<file path="src/rtl/idlk_pkg.sv">
package idlk_pkg;
  localparam logic [7:0] CMD_B1     = 8'hAA;
  localparam logic [7:0] CMD_B2     = 8'h55;
  localparam logic [7:0] CMD_ENTER  = 8'h90;
  localparam logic [7:0] CMD_LEAVE  = 8'hF0;
  localparam logic [7:0] CMD_LOCK   = 8'h80;
  localparam logic [7:0] CMD_LOCK6  = 8'h60;
  localparam logic [7:0] CMD_LOCK7  = 8'h40;
  localparam logic [7:0] STAT_OPEN  = 8'hFE;
  localparam logic [7:0] STAT_SHUT  = 8'hFF;

  typedef enum logic [2:0] {
    SQ_IDLE, SQ_GOT1, SQ_GOT2, SQ_LK3, SQ_LK4, SQ_LK5, SQ_LK6
  } seq_step_t;

  typedef struct packed {
    logic lo;
    logic hi;
  } lock_pair_t;
endpackage

</file>
<file path="src/rtl/idlk_cmd_seq.sv">
module idlk_cmd_seq
  import idlk_pkg::*;
#(
  parameter int ADDR_W = 17
) (
  input  logic              clk,
  input  logic              rst_n,
  input  logic              wr_en,
  input  logic [ADDR_W-1:0] wr_addr,
  input  logic [7:0]        wr_data,
  output logic              sw_id,
  output logic              lock_fire
);
  localparam logic [ADDR_W-1:0] ADR_P = ADDR_W'(32'h5555);
  localparam logic [ADDR_W-1:0] ADR_Q = ADDR_W'(32'h2AAA);

  seq_step_t step_q, step_d;
  logic      id_q, id_d;
  logic      at_p, at_q, fresh;

  assign at_p  = (wr_addr == ADR_P);
  assign at_q  = (wr_addr == ADR_Q);
  assign fresh = at_p && (wr_data == CMD_B1);

  always_comb begin
    step_d    = step_q;
    id_d      = id_q;
    lock_fire = 1'b0;
    if (wr_en) begin
      step_d = fresh ? SQ_GOT1 : SQ_IDLE;
      unique case (step_q)
        SQ_IDLE: ;
        SQ_GOT1: if (at_q && wr_data == CMD_B2) step_d = SQ_GOT2;
        SQ_GOT2: begin
          if (at_p && wr_data == CMD_ENTER) begin
            id_d = 1'b1; step_d = SQ_IDLE;
          end else if (at_p && wr_data == CMD_LEAVE) begin
            id_d = 1'b0; step_d = SQ_IDLE;
          end else if (at_p && wr_data == CMD_LOCK) begin
            step_d = SQ_LK3;
          end
        end
        SQ_LK3: if (fresh) step_d = SQ_LK4;
        SQ_LK4: if (at_q && wr_data == CMD_B2) step_d = SQ_LK5;
        SQ_LK5: if (at_p && wr_data == CMD_LOCK6) step_d = SQ_LK6;
        SQ_LK6: if (wr_data == CMD_LOCK7) begin
          lock_fire = 1'b1; step_d = SQ_IDLE;
        end
        default: step_d = SQ_IDLE;
      endcase
    end
  end

  always_ff @(posedge clk or negedge rst_n) begin
    if (!rst_n) begin
      step_q <= SQ_IDLE;
      id_q   <= 1'b0;
    end else begin
      step_q <= step_d;
      id_q   <= id_d;
    end
  end

  assign sw_id = id_q;


  step_legal_chk: assert property (@(posedge clk) disable iff (!rst_n)
    step_q inside {SQ_IDLE, SQ_GOT1, SQ_GOT2, SQ_LK3, SQ_LK4, SQ_LK5, SQ_LK6});


  id_only_on_write_chk: assert property (@(posedge clk) disable iff (!rst_n)
    !wr_en |=> $stable(id_q));
endmodule

</file>
<file path="src/rtl/idlk_lock_regs.sv">
module idlk_lock_regs
  import idlk_pkg::*;
#(
  parameter int ADDR_W = 17,
  parameter int BOOT_W = 13
) (
  input  logic              clk,
  input  logic              rst_n,
  input  logic              lock_fire,
  input  logic [ADDR_W-1:0] wr_addr,
  input  logic [ADDR_W-1:0] prog_addr,
  output lock_pair_t        locks,
  output logic              prog_blocked
);
  localparam int TAG_W = ADDR_W - BOOT_W;

  lock_pair_t lk_q;
  logic wr_lo, wr_hi, pg_lo, pg_hi;

  assign wr_lo = (wr_addr[ADDR_W-1:BOOT_W] == '0);
  assign wr_hi = (wr_addr[ADDR_W-1:BOOT_W] == {TAG_W{1'b1}});
  assign pg_lo = (prog_addr[ADDR_W-1:BOOT_W] == '0);
  assign pg_hi = (prog_addr[ADDR_W-1:BOOT_W] == {TAG_W{1'b1}});

  always_ff @(posedge clk or negedge rst_n) begin
    if (!rst_n) begin
      lk_q <= '0;
    end else if (lock_fire) begin
      if (wr_lo) lk_q.lo <= 1'b1;
      if (wr_hi) lk_q.hi <= 1'b1;
    end
  end

  assign locks        = lk_q;
  assign prog_blocked = (pg_lo && lk_q.lo) || (pg_hi && lk_q.hi);


  lo_sticky_chk: assert property (@(posedge clk) disable iff (!rst_n)
    lk_q.lo |=> lk_q.lo);

  hi_sticky_chk: assert property (@(posedge clk) disable iff (!rst_n)
    lk_q.hi |=> lk_q.hi);
endmodule

</file>
<file path="src/rtl/idlk_read_mux.sv">
module idlk_read_mux
  import idlk_pkg::*;
#(
  parameter int         ADDR_W   = 17,
  parameter int         BOOT_W   = 13,
  parameter logic [7:0] MFR_CODE = 8'h1F,
  parameter logic [7:0] DEV_CODE = 8'hD5
) (
  input  logic              id_on,
  input  logic [ADDR_W-1:0] rd_addr,
  input  logic [7:0]        arr_data,
  input  lock_pair_t        locks,
  output logic [7:0]        rd_data
);
  localparam logic [ADDR_W-1:0] A_MFR  = ADDR_W'(0);
  localparam logic [ADDR_W-1:0] A_DEV  = ADDR_W'(1);
  localparam logic [ADDR_W-1:0] A_LOST = ADDR_W'(2);
  localparam logic [ADDR_W-1:0] A_HIST =
    {{(ADDR_W-BOOT_W){1'b1}}, BOOT_W'(2)};

  always_comb begin
    rd_data = arr_data;
    if (id_on) begin
      if (rd_addr == A_MFR)       rd_data = MFR_CODE;
      else if (rd_addr == A_DEV)  rd_data = DEV_CODE;
      else if (rd_addr == A_LOST) rd_data = locks.lo ? STAT_SHUT : STAT_OPEN;
      else if (rd_addr == A_HIST) rd_data = locks.hi ? STAT_SHUT : STAT_OPEN;
    end
  end
endmodule

</file>
<file path="src/rtl/idlk_top.sv">
module idlk_top
  import idlk_pkg::*;
#(
  parameter int         ADDR_W   = 17,
  parameter int         BOOT_W   = 13,
  parameter logic [7:0] MFR_CODE = 8'h1F,
  parameter logic [7:0] DEV_CODE = 8'hD5
) (
  input  logic              clk,
  input  logic              rst_n,
  input  logic              wr_en,
  input  logic [ADDR_W-1:0] wr_addr,
  input  logic [7:0]        wr_data,
  input  logic              hv_id,
  input  logic [ADDR_W-1:0] rd_addr,
  input  logic [7:0]        arr_data,
  output logic [7:0]        rd_data,
  output logic              id_active,
  input  logic              prog_req,
  input  logic [ADDR_W-1:0] prog_addr,
  output logic              prog_ok,
  input  logic              erase_req,
  output logic              erase_ok
);
  logic       sw_id, lock_fire, prog_blocked;
  lock_pair_t locks;

  idlk_cmd_seq #(.ADDR_W(ADDR_W)) seq_u (
    .clk(clk), .rst_n(rst_n), .wr_en(wr_en), .wr_addr(wr_addr),
    .wr_data(wr_data), .sw_id(sw_id), .lock_fire(lock_fire)
  );

  idlk_lock_regs #(.ADDR_W(ADDR_W), .BOOT_W(BOOT_W)) lock_u (
    .clk(clk), .rst_n(rst_n), .lock_fire(lock_fire), .wr_addr(wr_addr),
    .prog_addr(prog_addr), .locks(locks), .prog_blocked(prog_blocked)
  );

  assign id_active = sw_id | hv_id;

  idlk_read_mux #(.ADDR_W(ADDR_W), .BOOT_W(BOOT_W),
                  .MFR_CODE(MFR_CODE), .DEV_CODE(DEV_CODE)) rmux_u (
    .id_on(id_active), .rd_addr(rd_addr), .arr_data(arr_data),
    .locks(locks), .rd_data(rd_data)
  );

  assign prog_ok  = prog_req & ~prog_blocked;
  assign erase_ok = erase_req & ~(locks.lo | locks.hi);


  erase_veto_chk: assert property (@(posedge clk) disable iff (!rst_n)
    (locks.lo || locks.hi) |-> !erase_ok);

  prog_lo_veto_chk: assert property (@(posedge clk) disable iff (!rst_n)
    (prog_req && locks.lo && prog_addr[ADDR_W-1:BOOT_W] == '0) |-> !prog_ok);

  prog_hi_veto_chk: assert property (@(posedge clk) disable iff (!rst_n)
    (prog_req && locks.hi && (&prog_addr[ADDR_W-1:BOOT_W])) |-> !prog_ok);

  mfr_code_chk: assert property (@(posedge clk) disable iff (!rst_n)
    (id_active && rd_addr == '0) |-> rd_data == MFR_CODE);

  hv_forces_id_chk: assert property (@(posedge clk) disable iff (!rst_n)
    hv_id |-> id_active);

  enter_needs_write_chk: assert property (@(posedge clk) disable iff (!rst_n)
    $rose(sw_id) |-> $past(wr_en));

  lock_needs_write_chk: assert property (@(posedge clk) disable iff (!rst_n)
    ($rose(locks.lo) || $rose(locks.hi)) |-> $past(wr_en));
endmodule

</file>
<file path="config.mk">
export PLATFORM = sky130hd
export DESIGN_NAME = idlk_top
export DESIGN_NICKNAME = d
export VERILOG_FILES = /design/src/rtl/idlk_pkg.sv /design/src/rtl/idlk_cmd_seq.sv /design/src/rtl/idlk_lock_regs.sv /design/src/rtl/idlk_read_mux.sv /design/src/rtl/idlk_top.sv
export SDC_FILE = /design/constraint.sdc
export NUM_CORES = 1
export LEC_CHECK = 0
export ABC_AREA = 1
export BUFFER_PORTS_ARGS = -buffer_cell sky130_fd_sc_hd__buf_2
export CAP_MARGIN = 5
export CORE_MARGIN = 2
export CORE_UTILIZATION = 44
export DETAILED_ROUTE_END_ITERATION = 10
export GPL_TIMING_DRIVEN = 1
export PLACE_DENSITY_LB_ADDON = 0.25
export SLEW_MARGIN = 20
export SYNTH_ARGS = -nofsm -noshare
export SYNTH_HDL_FRONTEND = slang
export SYNTH_SLANG_ARGS = --single-unit
</file>
<file path="constraint.sdc">
create_clock -name clk -period 3.2 [get_ports clk]
set_clock_uncertainty 0.1 [all_clocks]
set_input_delay 0.64 -clock clk [delete_from_list [all_inputs] [get_ports clk]]
set_output_delay 0.64 -clock clk [all_outputs]
set_load 0.1 [all_outputs]
</file>
==> results.md <==
- Net Count, Synth: roughly 310
- Post-synth top area cell: nand2_1
- Die height: ~55 um
- H-tree depth: 1
- Port Buffers: 70
- Slack of the critical path: between 0.3 and 0.4 ns
- CP arrival: 2.14 ns
- Depth of the most critical reg-to-reg path: 8
- Largest net degree at the start of global routing: 9
- Iter 0 DRT Violations: 95
- Detailed Routing Iterations Pass 1: 4
- Dpl cells: between 300 and 400
- Status: finished, final reports clean
- Vias in the first global route: about 1400
- Syn-to-layout area delta: 35.8%
- Die X: about 55 um
- Worst path required time: roughly 2.5 ns
- Seq/Total Area, Yosys: between 10% and 20%
- PostCTS Resize Cnt: 0
- Clk slew on worst S/H paths: around 0.050 ns
- Final hold violations: 0
- Gate count of the mapped netlist: ~230
- Gr usage total: between 20% and 30%
- Global-route wire length before repair: around 5700 um
- Final setup TNS: 0 ns
- Mapped Avg Cell Area: ~5.0 um2
- Cells along the critical path: buf_2 > or2_1 > nor4_1 > nand3_1 > nand2_1 > nor2_1 > nand2_1 > buf_2
- Worst setup SP type: input pin
- I/O pins: 84
- Power per cell area: 190 nW/um2
- Static leakage: 0.905 nW
- VDD IR-drop max: 0.247 mV
- Post-Place Cell Area: approximately 1500 um2
- Antenna-violating nets left: 0
- Post-CTS Setup Inserts: 0
- Buf+Inv Stages, Crit Path: 2
- Area contributors post-synth: nand2_1, nor2_1, dfrtp_1, inv_1, nand4_1
- Multi-input gate area: ~850 um2
- Slew Limit Headroom: between 60% and 70%
- CP Depth: 8
- Yosys top cell area share: 19.5%
- Setup-failing EPs final: 0
- Unrepaired setup endpoints after global routing: false
- Global route overflow: 0
- Crit path largest cell delay: between 0.4 and 0.5 ns
- Initial core utilization: 46.6%
- Antenna fix cells: 0
- Critical path class: input pin to primary output
- Post-Layout Cell Count: 335
- Bufs on Longest Clock Path: 2
- Synthesized area: around 1200 um2
- Critical path's slowest cell: buf_2
- Post-Layout Inst Area: between 1500 and 2000 um2
- Clk_lat worst skew: between 0.2 and 0.25 ns
- Layout Nets: 380
- Final WL: roughly 3300 um
- Clock tree from TritonCTS: yes
- Actual slew at the worst max-slew pin: 0.492 ns
- Tmin final: between 2 and 3 ns
- Yosys reg bits: 6
- Placer Congestion: around 0.93
- Row count: 18
- # hold bufs at CTS: 0
- Share of layout cells above drive strength 1: between 20% and 30%
- Worst-path fanout max: 5
- DR vias: ~1700
- Slew Viols, Final: 0
- Core Area: between 2000 and 2500 um2
- Final Power: 0.000299 W
- Total of max-cap violations: 0
- Routed WL per cell: 9.79 um
- Worst slack, placed: roughly 0.32 ns
- Detailed placement HPWL: around 2900 um
- DRC: 0
- Clk root buf: clkbuf_4
- Initial antenna violation count: 0
- Drt via density: about 5
- CP endpoint kind: primary output
- Storage cell area: between 150 and 200 um2
- Clock Sinks: 6
- Max Clock Freq: ~0.35 GHz
- Yosys cell types: 19
- Most frequent cells in the layout: buf_2, nand2_1, nor2_1, inv_1, nand4_1
- Ys Warns: 0
- Most common cell after layout, fill and taps aside: buf_2
- Fill count: approximately 250
- Final worst path period share: approximately nine tenths
- Cell family with most CP delay: simple AND/OR/NAND/NOR gates
- Die area: 3050 um2
- Hold Crit Class: input pin to asynchronous set/reset pin
- TritonCTS buffer count: 3
==> metrics by stage <==
stage          hold WS [ns]  util (%)
2_1_floorplan         0.244         -
3_3_place_gp          0.367      62.4
3_5_place_dp          0.372      62.4
4_1_cts               0.109      63.3
5_1_grt               0.104      63.3
6_report              0.113      63.3
==> power by group <==
part | internal [W] | switching [W] | total [W]
logic | 0.0000468 | 0.000106 | 0.000153
registers | 0.0000761 | 0.00000000000162 | 0.0000761
clock network | 0.0000424 | 0.0000268 | 0.0000692
==> cell usage after synthesis <==
cell      instances
nand2_1          60
nor3_1            7
or2_1             1
nor4_1            4
nand3_1          21
o21ai_1           1
or2_4             1
nor2_2            1
nand2_2           2
a21oi_1           2
nor2_1           52
clkinv_2          1
o21ai_0           5
dfrtp_1           6
o211ai_1          1
inv_1            40
nand3b_1          3
nor2_4            2
nand4_1          22
==> layer usage <==
layer | track usage (%) | up-vias | part of all wire [%]
met2 | 37.4 | 57 | 46
met4 | 3.14 | 0 | 0
met3 | 4.68 | 0 | 8.6
met5 | 0 | - | 0
li1 | - | 903 | -
met1 | 28.2 | 692 | 45
==> cells by family after synthesis <==
| group | count (synthesis) | synth area share [%] |
|---|---|---|
| buf+inv | 41 | 13.4 |
| compound gates | 9 | 4.12 |
| flops | 6 | 13.0 |
| simple gates | 176 | 69.4 |
==> registers in the layout, summed over array words and instances (netlist names) <==
signal / count
lock_u.locks: 2
seq_u.sw_id: 1
seq_u.step_q: 3
==> cell type report <==
class | instances | share of cell area (%)
Clock buffer | 3 | 1.44
Sequential cell | 6 | 9.58
Timing Repair Buffer | 70 | 22.3
Inverter | 41 | 9.90
Tap cell | 30 | 2.39
Multi-Input combinational cell | 185 | 54.3
==> path summary, 6_finish.rpt <==
kind	start	endpoint	slack [ns]
max	rd_addr[16]	rd_data[2]	0.32
min	rst_n	lock_u.locks[1]	0.11
max reg2reg	seq_u.step_q[2]	seq_u.step_q[0]	1.75
min reg2reg	lock_u.locks[0]	lock_u.locks[0]	0.40
max in group asynchronous	rst_n	seq_u.step_q[2]	2.74
min in group clk	lock_u.locks[0]	lock_u.locks[0]	0.40
Power figures use the tool's default switching activity.
